$ cat config.mk
export PLATFORM = sky130hd
export DESIGN_NAME = tmr_cc_core
export DESIGN_NICKNAME = d
export VERILOG_FILES = /design/src/rtl/tmr_cc_pkg.sv /design/src/rtl/tmr_edge_det.sv /design/src/rtl/tmr_out_ch.sv /design/src/rtl/tmr_cc_core.sv
export SDC_FILE = /design/constraint.sdc
export NUM_CORES = 1
export LEC_CHECK = 0
export CORE_MARGIN = 2
export CORE_UTILIZATION = 40
export DETAILED_ROUTE_END_ITERATION = 8
export PLACE_DENSITY = 0.87
export REMOVE_ABC_BUFFERS = 1
export SLEW_MARGIN = 25
export SYNTH_ARGS = -nofsm -noshare
export SYNTH_HDL_FRONTEND = slang
export SYNTH_SLANG_ARGS = --single-unit
$ cat constraint.sdc
create_clock -name clk -period 1.65 [get_ports clk]
set_clock_uncertainty 0.2 [all_clocks]
set_input_delay 0.4125 -clock clk [delete_from_list [all_inputs] [get_ports clk]]
set_output_delay 0.4125 -clock clk [all_outputs]
set_load 0.02 [all_outputs]
$ cat src/rtl/tmr_cc_pkg.sv
// Shared types for the compare/capture timer.
package tmr_cc_pkg;
    // Edge qualifier for a trigger input
    typedef enum logic [1:0] {
        EDGE_NONE = 2'b00,
        EDGE_RISE = 2'b01,
        EDGE_FALL = 2'b10,
        EDGE_BOTH = 2'b11
    } edge_sel_e;
endpackage

$ cat src/rtl/tmr_edge_det.sv
// Synchronizes an asynchronous trigger input through SYNC_STAGES flops and
// then flags the edges that the select input enables.
// Assumes: the input is low when reset is released.
module tmr_edge_det
    import tmr_cc_pkg::*;
#(
    parameter int SYNC_STAGES = 2
) (
    input  logic       clk,
    input  logic       rst_n,
    input  logic       din,
    input  logic [1:0] sel,
    output logic       ev
);
    logic [SYNC_STAGES:0] sh;
    logic                 lvl, prv;

    // Shift chain: synchronizer stages plus one history flop
    always_ff @(posedge clk) begin
        if (!rst_n) sh <= '0;
        else        sh <= {sh[SYNC_STAGES-1:0], din};
    end

    assign lvl = sh[SYNC_STAGES-1];
    assign prv = sh[SYNC_STAGES];

    // Qualify the detected transition with the selected edge
    always_comb begin
        unique case (edge_sel_e'(sel))
            EDGE_RISE: ev = lvl & ~prv;
            EDGE_FALL: ev = ~lvl & prv;
            EDGE_BOTH: ev = lvl ^ prv;
            default:   ev = 1'b0;
        endcase
    end

    AST_EDGE_NEEDS_CHANGE: assert property (@(posedge clk) disable iff (!rst_n)
        ev |-> (lvl != prv));
endmodule

$ cat src/rtl/tmr_out_ch.sv
// One timer output. A state bit toggles on each match pulse while the output
// is enabled and is cleared while it is disabled. The pin shows the state
// mapped through the active-level bit.
// Assumes: hit is a single-cycle event from the compare logic.
module tmr_out_ch (
    input  logic clk,
    input  logic rst_n,
    input  logic hit,
    input  logic oe,
    input  logic alv,
    output logic pin
);
    logic state;

    // Toggle on match while enabled, return to inactive when disabled
    always_ff @(posedge clk) begin
        if (!rst_n)   state <= 1'b0;
        else if (!oe) state <= 1'b0;
        else if (hit) state <= ~state;
    end

    assign pin = state ? alv : ~alv;

    AST_OUT_TOGGLE: assert property (@(posedge clk) disable iff (!rst_n)
        (oe && hit) |=> (!oe || (alv != $past(alv)) || (pin != $past(pin))));
endmodule

$ cat src/rtl/tmr_cc_core.sv
// Compare/capture timer core: up-counter, two compare channels (register 1
// dual-use), two synchronized capture triggers, clear options, sticky
// overflow flag and two timer outputs.
// Assumes: control inputs are synchronous to clk; triggers may be async.
module tmr_cc_core
    import tmr_cc_pkg::*;
#(
    parameter int W           = 8,
    parameter int SYNC_STAGES = 2,
    parameter int N_OUT       = 2
) (
    input  logic             clk,
    input  logic             rst_n,
    input  logic             cnt_en,
    input  logic [W-1:0]     cmp0_val,
    input  logic             r1_we,
    input  logic [W-1:0]     r1_wdata,
    input  logic             r1_capmode,
    input  logic             clr_on_m1,
    input  logic             clr_on_cap,
    input  logic             trig1,
    input  logic             trig2,
    input  logic [1:0]       trig1_edge,
    input  logic [1:0]       trig2_edge,
    input  logic [N_OUT-1:0] out_en,
    input  logic [N_OUT-1:0] out_alv,
    input  logic             ovf_clr,
    output logic [W-1:0]     count,
    output logic [W-1:0]     cap0_q,
    output logic [W-1:0]     r1_q,
    output logic             irq_m0,
    output logic             irq_m1,
    output logic             ovf_flag,
    output logic [N_OUT-1:0] tout
);
    localparam logic [W-1:0] CNT_MAX = '1;

    logic [W-1:0]     cnt, cap0, r1;
    logic             ev1, ev2, cap2_ev;
    logic             hit0, hit1, m_clr, cap_clr, wrap;
    logic             irq0_r, irq1_r, ovf_r;
    logic [N_OUT-1:0] hit_vec;

    // Trigger conditioning for both inputs
    tmr_edge_det #(.SYNC_STAGES(SYNC_STAGES)) u_det1 (
        .clk(clk), .rst_n(rst_n), .din(trig1), .sel(trig1_edge), .ev(ev1));
    tmr_edge_det #(.SYNC_STAGES(SYNC_STAGES)) u_det2 (
        .clk(clk), .rst_n(rst_n), .din(trig2), .sel(trig2_edge), .ev(ev2));

    // Event decode for this cycle
    always_comb begin
        cap2_ev = ev2 & r1_capmode;
        hit0    = cnt_en & (cnt == cmp0_val);
        hit1    = cnt_en & ~r1_capmode & (cnt == r1);
        cap_clr = r1_capmode & clr_on_cap & (ev1 | cap2_ev);
        m_clr   = clr_on_m1 & hit1;
        wrap    = cnt_en & (cnt == CNT_MAX) & ~cap_clr & ~m_clr;
    end

    // Counter: capture-clear, then match-clear, then increment
    always_ff @(posedge clk) begin
        if (!rst_n)       cnt <= '0;
        else if (cap_clr) cnt <= '0;
        else if (m_clr)   cnt <= '0;
        else if (cnt_en)  cnt <= cnt + 1'b1;
    end

    // Sticky overflow: a wrap wins over a clear request in the same cycle
    always_ff @(posedge clk) begin
        if (!rst_n)       ovf_r <= 1'b0;
        else if (wrap)    ovf_r <= 1'b1;
        else if (ovf_clr) ovf_r <= 1'b0;
    end

    // Dedicated capture register
    always_ff @(posedge clk) begin
        if (!rst_n)   cap0 <= '0;
        else if (ev1) cap0 <= cnt;
    end

    // Dual-use register 1: a capture wins over a software write
    always_ff @(posedge clk) begin
        if (!rst_n)       r1 <= '0;
        else if (cap2_ev) r1 <= cnt;
        else if (r1_we)   r1 <= r1_wdata;
    end

    // One-cycle match pulses
    always_ff @(posedge clk) begin
        if (!rst_n) begin
            irq0_r <= 1'b0;
            irq1_r <= 1'b0;
        end else begin
            irq0_r <= hit0;
            irq1_r <= hit1;
        end
    end

    assign hit_vec = N_OUT'({hit1, hit0});

    // One output channel per match source
    for (genvar k = 0; k < N_OUT; k++) begin : g_out
        tmr_out_ch u_out (
            .clk(clk), .rst_n(rst_n), .hit(hit_vec[k]),
            .oe(out_en[k]), .alv(out_alv[k]), .pin(tout[k]));
    end

    assign count    = cnt;
    assign cap0_q   = cap0;
    assign r1_q     = r1;
    assign irq_m0   = irq0_r;
    assign irq_m1   = irq1_r;
    assign ovf_flag = ovf_r;

    AST_CNT_STEP: assert property (@(posedge clk) disable iff (!rst_n)
        (cnt_en && !cap_clr && !m_clr) |=> (cnt == W'($past(cnt) + 1'b1)));
    AST_CNT_HOLD: assert property (@(posedge clk) disable iff (!rst_n)
        (!cnt_en && !cap_clr) |=> $stable(cnt));
    AST_CLR_ON_MATCH: assert property (@(posedge clk) disable iff (!rst_n)
        (hit1 && clr_on_m1) |=> (cnt == '0));
    AST_IRQ_MATCH: assert property (@(posedge clk) disable iff (!rst_n)
        irq_m0 |-> ($past(cnt) == $past(cmp0_val)));
    AST_OVF_STICKY: assert property (@(posedge clk) disable iff (!rst_n)
        (ovf_flag && !ovf_clr) |=> ovf_flag);
    AST_CAP_HOLD: assert property (@(posedge clk) disable iff (!rst_n)
        !ev1 |=> $stable(cap0_q));
    AST_CAP_CLEAR: assert property (@(posedge clk) disable iff (!rst_n)
        cap_clr |=> (count == '0));
    AST_R1_NO_CMP: assert property (@(posedge clk) disable iff (!rst_n)
        irq_m1 |-> !$past(r1_capmode));
endmodule

==> run_results.csv, run 1 <==
group,metric,value,unit
worst_hold_path,holdCritStartpoint,"u_det2.sh[0]$_SDFF_PN0_",
route,routed_wl,5.16,mm
worst_setup_path,r2r-end,"ovf_flag$_SDFFE_PN0P_",
route,wire_per_inst,15.6,um
worst_setup_path,required,1670,ps
power,power.ir.vdd_worst,539,uV
timing,fin_setup_tns,-1350,ps
power,power_leakage,1.27,nW
placed_design,placement.io_buffers,62,
final_layout,multi_input_area,1090,sq um
timing,number_of_hold_slack_violations_in_the_final_timing_report,0,
die,horizontal_die_dimension,70.7,um
yosys,syn-cell-area,1780,sq um
timing,period_share,1.07,
clock_tree,worst_skew_pair.late_latency,290,ps
clock_tree,htree_levels,2,
route,detailroute.via_count,1653,
die,dieArea,5000,sq um
worst_setup_path,critical_path.startpoint_type,"register",
worst_setup_path,critPathArrivalTime,1790,ps
yosys,avgSynthCellArea,9.63,sq um
timing,max_freq,564,MHz
worst_hold_path,min_path_type,"register to register",
die,rows,24,
final_layout,final_util,0.668,
final_layout,num_antenna_cells,0,
worst_hold_path,timing.hold.worst_endpoint,"u_det2.sh[1]$_SDFF_PN0_",
clock_tree,clkTransAtPathRegs,70,ps
clock_tree,clock_tree.buffer_depth,2,
final_layout,layout.nets,316,
clock_tree,cts.root.buffer_cell,"clkbuf_8",
outcome,outcome,"complete, but fails checks",
die,start_util,0.412,
worst_setup_path,worstPathMaxFanout,5,
die,floorplan.core_area,4320,sq um
placed_design,place_congestion,0.762,
timing,measured_slew_at_the_worst_slew_check_pin,233,ps
worst_setup_path,rrSetupSlack,-120,ps
timing,worst_setup_margin,-122,ps
yosys,synth.yosys.seq_area_share,0.393,
global_route,grt_max_degree,16,
route,drt_iter0_drc,26,
timing,slew-limit-headroom,0.840,
worst_hold_path,depth_of_the_worst_hold_timing_path,1,
timing,unrepaired_setup_endpoints_after_global_routing,"true",
placed_design,place.detailed.instances,316,
global_route,overflow_left_after_global_routing,0,
die,die-height,70.7,um
global_route,grt_pass1_wl,8.17,mm
outcome,violations,"setup timing",
die,io_pins,63,
final_layout,layout.filler_cells,331,
timing,report.final.slew_viol_count,0,
clock_tree,clock_sink_count,35,
global_route,grt_pass1_vias,1773,
power,p_per_area,663,nW/um^2
global_route,grt.total_usage,0.204,
global_route,antenna_found_initial,0,
job,drv_cap,0,
clock_tree,tritoncts.num_buffers,5,
yosys,ys_seq_elements,35,
yosys,synth_cell_type_count,38,
final_layout,drive_gt1_frac,0.363,
route,post_drt_via_cell_ratio,5.01,
yosys,synth-async-reset-ratio,0,
timing,setup_viol,21,
final_layout,instances_no_fill,330,
worst_setup_path,worstRegToRegCells,7,
yosys,netlist_instances,185,
yosys,synth_enable_flop_cells,0,
yosys,yosys_most_used_dff,"dfxtp_1",
clock_tree,tritoncts_clock_tree,"yes",
placed_design,post-place-ws,-625,ps
final_layout,seq_area,721,sq um
route,drt.antenna.violating_nets,0,
worst_setup_path,crit-reg2reg-launch,"u_det2.sh[1]$_SDFF_PN0_",
timing,layout_min_cycle_time,1770,ps
route,drt_pre_antenna_iters,4,
power,design_power_total,1.92,mW
route,drc,0,
worst_setup_path,critPathCaptureType,"register",
final_layout,synthToLayoutAreaGrowth,62.1,%
placed_design,hpwlAfterDp,3.45,mm
worst_setup_path,timing_worst_setup_path_type,"register to register",
yosys,yosysWarnings,0,
power by group:
| part | internal, mW | switching (mW) | leakage, nW | total [mW] |
|---|---|---|---|---|
| Sequential | 0.876 | 0.0305 | 0.291 | 0.906 |
| Clock | 0.296 | 0.300 | 0.0422 | 0.596 |
| Combinational | 0.226 | 0.187 | 0.940 | 0.413 |
kinds of logic (layout without fill, tap and decap cells):
group / Yosys count / count (layout) / share of synthesized area
XOR/XNOR: 24 / 24 / 0.131
adder cells (fa/ha/maj): 5 / 5 / 0.0351
buffers and inverters: 23 / 115 / 0.0758
AND/OR/NAND/NOR: 66 / 66 / 0.202
AO/OA/AOI/OAI: 17 / 18 / 0.0794
flip-flops: 35 / 35 / 0.393
multiplexers: 15 / 15 / 0.0843
cells in the final DEF (no fill, tap or decap), types with 3 or more instances in the layout:
master / synthesis / final
nor2_2: 0 / 5
nor2_1: 25 / 19
o21ai_2: 1 / 3
nand2b_1: 4 / 4
dfxtp_1: 35 / 21
nand4_1: 4 / 4
xnor2_2: 3 / 5
dlymetal6s2s_1: 0 / 4
clkdlybuf4s50_1: 0 / 23
nand2_1: 8 / 8
and2_1: 4 / 4
inv_1: 6 / 4
clkdlybuf4s15_2: 0 / 5
dfxtp_2: 0 / 13
ha_1: 5 / 3
and3_1: 4 / 4
xor2_1: 7 / 7
dlygate4sd2_1: 0 / 19
xnor2_1: 14 / 12
clkbuf_8: 0 / 5
nand3b_1: 3 / 3
mux2i_1: 15 / 14
a211oi_2: 0 / 4
clkdlybuf4s15_1: 0 / 7
buf_4: 8 / 37
sequential cells by signal (all words and copies together) (netlist names):
name               count
cap0_q                 8
count                  8
r1_q                   8
u_det1.sh              3
u_det2.sh              3
g_out.u_out.state      2
irq_m0                 1
irq_m1                 1
ovf_flag               1
Yosys cell counts (2+ instances only):
master / instances / area, sq um
nand4_1: 4 / 25.0
and2_1: 4 / 25.0
a211oi_1: 6 / 45.0
o21ai_1: 2 / 10.0
nor2_1: 25 / 93.8
buf_2: 3 / 15.0
nand2_1: 8 / 30.0
dfxtp_1: 35 / 701
nand2b_1: 4 / 25.0
xor2_1: 7 / 61.3
ha_1: 5 / 62.6
nand3_1: 2 / 10.0
buf_4: 8 / 60.1
xnor2_1: 14 / 123
xnor2_2: 3 / 48.8
mux2i_1: 15 / 150
nand3b_1: 3 / 22.5
o211a_1: 2 / 20.0
buf_6: 2 / 22.5
o211ai_1: 2 / 15.0
clkbuf_1: 2 / 7.51
inv_1: 6 / 22.5
and3_1: 4 / 25.0
nor2b_1: 5 / 31.3
critical path, cell delays in order, from the launching register on:
cell	delay (ps)
dfxtp_2	330
inv_2	50
ha_4	260
nor2b_2	40
o21ai_2	170
a41oi_2	190
a211o_4	350
o21ai_2	120
stage by stage:
step                hold slack (ps)  instance area, sq um
finish                          249                  2890
detailed placement              232                  2620
CTS                             251                  2830
floorplan                       212                  1670
global route                    272                  2890
global placement                219                  2620
timing repair:
item                                    in CTS  in global routing
endpoints found under the hold margin        0                  0
gates resized for setup                     96                 23
hold buffers                                 0                  0
pin swaps                                   23                 10
buffers inserted                             4                  1
gates cloned                                 1                  0
endpoints found under the setup margin      57                 36
area by class of cell:
cell class,count,area share
multi-input cells,128,0.378
repair buffers,100,0.313
flip-flops and latches,35,0.250
clock buffers,7,0.0264
well taps,52,0.0225
inverters,7,0.00910
clock inverters,1,0.00173
worst max path at each step:
| stage | slack (ps) | end | startpoint | cells after the start |
|---|---|---|---|---|
| 2_1_floorplan | -180 | ovf_flag$_SDFFE_PN0P_ | count[2]$_SDFFE_PP0P_ | 5 |
| 3_3_place_gp | -570 | tout[1] | out_alv[1] | 3 |
| 3_5_place_dp | -630 | count[1]$_SDFFE_PP0P_ | cnt_en | 6 |
| 4_1_cts | -120 | ovf_flag$_SDFFE_PN0P_ | u_det1.sh[1]$_SDFF_PN0_ | 7 |
| 5_1_grt | -190 | count[7]$_SDFFE_PP0P_ | u_det2.sh[1]$_SDFF_PN0_ | 7 |
| 6_report | -120 | ovf_flag$_SDFFE_PN0P_ | u_det2.sh[1]$_SDFF_PN0_ | 7 |
metal layers:
| metal | up-vias | share of wire | wire (um) | track usage |
|---|---|---|---|---|
| met5 | - | 0 | 0 | 0 |
| met4 | 0 | 0.023 | 118 | 0.0650 |
| met3 | 15 | 0.049 | 251 | 0.0627 |
| met2 | 47 | 0.53 | 2720 | 0.371 |
| met1 | 782 | 0.40 | 2070 | 0.228 |
| li1 | 809 | - | - | - |
(Power assumes the default switching activity.)
==> run 2: changes to the inputs <==
Settings changed: CORE_UTILIZATION 40 to 42, CTS_BUF_LIST set to sky130_fd_sc_hd__clkbuf_2 sky130_fd_sc_hd__clkbuf_4 sky130_fd_sc_hd__clkbuf_8, PLACE_DENSITY 0.87 to 0.9.
==> run 2 against run 1 <==
Effect of this change: clock power increased by 6.7%; utilization increased by 9.1 points; power increased by 3.8%; maximum frequency decreased by 0.68%; the run still ends with setup timing left; global-route usage increased by 2.2 points; die area decreased by 4.5%; hold slack got worse by 15 ps; non-clock buffer count increased by 10; largest cell class unchanged; setup slack got worse by 12 ps; via count increased by 6.7%; final cell count increased by 2.4%; sequential cell count unchanged.
==> run_results.csv, run 2 (synthesized netlist as in run 1, its figures left out) <==
group,metric,value,unit
worst_setup_path,timing_worst_setup_path_type,"register to register",
die,die-height,69.1,um
power,design_power_total,1.99,mW
global_route,overflow_left_after_global_routing,0,
timing,number_of_hold_slack_violations_in_the_final_timing_report,0,
worst_hold_path,min_path_type,"register to register",
worst_setup_path,crit-reg2reg-launch,"count[0]$_SDFFE_PP0P_",
final_layout,synthToLayoutAreaGrowth,71.5,%
power,power.clock.fraction,0.320,
power,p_sw_frac,0.273,
power,p_per_area,651,nW/um^2
clock_tree,tritoncts.num_buffers,5,
worst_hold_path,holdCritStartpoint,"u_det1.sh[0]$_SDFF_PN0_",
power,total_switching_power,0.544,mW
worst_setup_path,critical_path.n_buffers_inverters,2,
timing,report.final.slew_viol_count,0,
worst_setup_path,critPathArrivalTime,1770,ps
die,rows,23,
outcome,violations,"setup timing",
power,p_comb_frac,0.224,
power,power_leakage,1.39,nW
job,drv_cap,0,
timing,max_freq,561,MHz
route,drt_pre_antenna_iters,5,
outcome,outcome,"complete, but fails checks",
clock_tree,clkTransAtPathRegs,70,ps
route,wire_per_inst,16.9,um
route,drt.antenna.violating_nets,0,
global_route,grt_max_degree,17,
die,dieArea,4780,sq um
worst_setup_path,critPathCaptureType,"register",
final_layout,layout.nets,326,
clock_tree,clock_tree.buffer_depth,2,
power,seq_power_share,0.456,
worst_setup_path,cell_type_of_the_slowest_stage_on_the_worst_timing_path,"dfxtp_2",
worst_setup_path,critical_path.startpoint_type,"register",
final_layout,seq_area,722,sq um
final_layout,multi_input_area,1160,sq um
timing,layout_min_cycle_time,1780,ps
die,floorplan.core_area,4030,sq um
clock_tree,worst_skew_pair.late_latency,300,ps
worst_setup_path,rrSetupSlack,-130,ps
power,power.ir.vdd_worst,596,uV
timing,slew-limit-headroom,0.808,
global_route,grt_pass1_wl,8.61,mm
worst_setup_path,worst_path_largest_cell_delay,360,ps
die,io_pins,63,
worst_setup_path,worst_setup_path_startpoint,"count[0]$_SDFFE_PP0P_",
clock_tree,tritoncts_clock_tree,"yes",
final_layout,layout.cell_area.non_filler,3060,sq um
global_route,grt_pass1_vias,1736,
route,drt_iter0_drc,48,
worst_setup_path,critical_path.cell_chain,"buf_4 -> nand2b_1 -> nand4_2 -> nor4_4 -> buf_4 -> a211o_4 -> nor2_4",
route,post_drt_via_cell_ratio,5.22,
power,p_int,1.44,mW
worst_setup_path,critical-path-top-delay-family,"simple AND/OR/NAND/NOR gates",
clock_tree,htree_levels,2,
worst_setup_path,worstPathMaxFanout,5,
global_route,antenna_found_initial,0,
placed_design,dpl_cell_area,2660,sq um
die,start_util,0.442,
global_route,grt.total_usage,0.227,
timing,period_share,1.08,
final_layout,drive_gt1_frac,0.441,
final_layout,layout_common_cells,"buf_4 (46), dfxtp_1 (20), clkdlybuf4s50_1 (19), dlygate4sd2_1 (19)",
clock_tree,clock_sink_count,35,
final_layout,num_antenna_cells,0,
clock_tree,holdBufCountCts,0,
clock_tree,cts.root.buffer_cell,"clkbuf_8",
timing,setup_viol,16,
final_layout,mostFrequentLayoutCell,"buf_4",
timing,unrepaired_setup_endpoints_after_global_routing,"true",
placed_design,place_congestion,0.787,
worst_setup_path,required,1630,ps
route,detailroute.via_count,1763,
timing,worst_setup_margin,-134,ps
timing,measured_slew_at_the_worst_slew_check_pin,281,ps
die,horizontal_die_dimension,69.1,um
final_layout,layout.filler_cells,244,
placed_design,hpwlAfterDp,3.51,mm
worst_setup_path,critPathMostFrequentCell,"buf_4",
route,routed_wl,5.71,mm
placed_design,placement.io_buffers,62,
route,drc,0,
## run 2: cell count changes in the layout (fill, tap and decap cells not counted), sizes merged
cell and delta:
buf +10, clkbuf -1, dlymetal6s2s +5, clkdlybuf4s50 -4
## run 2: final cells by class
class | instances | area share
Clock buffer | 7 | 0.0274
Clock inverter | 1 | 0.00164
Inverter | 7 | 0.00860
Multi-Input combinational cell | 128 | 0.380
Sequential cell | 35 | 0.236
Tap cell | 50 | 0.0205
Timing Repair Buffer | 110 | 0.326
## run 2: repair_timing
item                                    in CTS  in global routing
endpoints found under the setup margin      57                 33
buffers inserted                             4                  5
pin swaps                                   24                 17
gates cloned                                 2                  0
gates resized for setup                    109                 35
## run 2: metrics by stage
step           hold WS, ps  instances  TNS (ps)  utilization  setup slack, ps
2_1_floorplan          212        169     -2170            -             -180
3_5_place_dp           226        320    -14540        0.661             -630
3_3_place_gp           218        320    -12970        0.661             -575
6_report               234        338     -1390        0.758             -134
4_1_cts                241        334      -951        0.724             -134
5_1_grt                267        338     -2760        0.758             -199
## run 2: routing by layer
| metal | track usage | wire length (um) |
|---|---|---|
| met3 | 0.0599 | 367 |
| met2 | 0.402 | 2940 |
| met1 | 0.264 | 2330 |
| met4 | 0.0719 | 72 |
| met5 | 0 | 0 |
## run 2: worst register-to-register path: cells and delay by family, from the launching register on
family                 cells  cell delay (ps)
AOI/OAI and AO/OA          1              190
buffers and inverters      2              340
DFF                        1              360
and+or+nand+nor            4              590
## run 2: path summary, 6_finish.rpt
| check | end | depth (start not counted) |
|---|---|---|
| worst max-delay path | count[1]$_SDFFE_PP0P_ | 7 |
| worst max register to register | count[1]$_SDFFE_PP0P_ | 7 |
| worst min register to register | u_det1.sh[1]$_SDFF_PN0_ | 1 |
| worst min-delay path | u_det1.sh[1]$_SDFF_PN0_ | 1 |
## run 2: power by group through the flow
stage / Sequential [mW] / Combinational [mW] / Clock [mW]
final: 0.906 / 0.446 / 0.636
after global routing: 0.908 / 0.473 / 0.681
after CTS: 0.905 / 0.410 / 0.638
after detailed placement: 0.921 / 0.387 / 0
after global placement: 0.919 / 0.378 / 0
after floorplan: 0.947 / 0.136 / 0
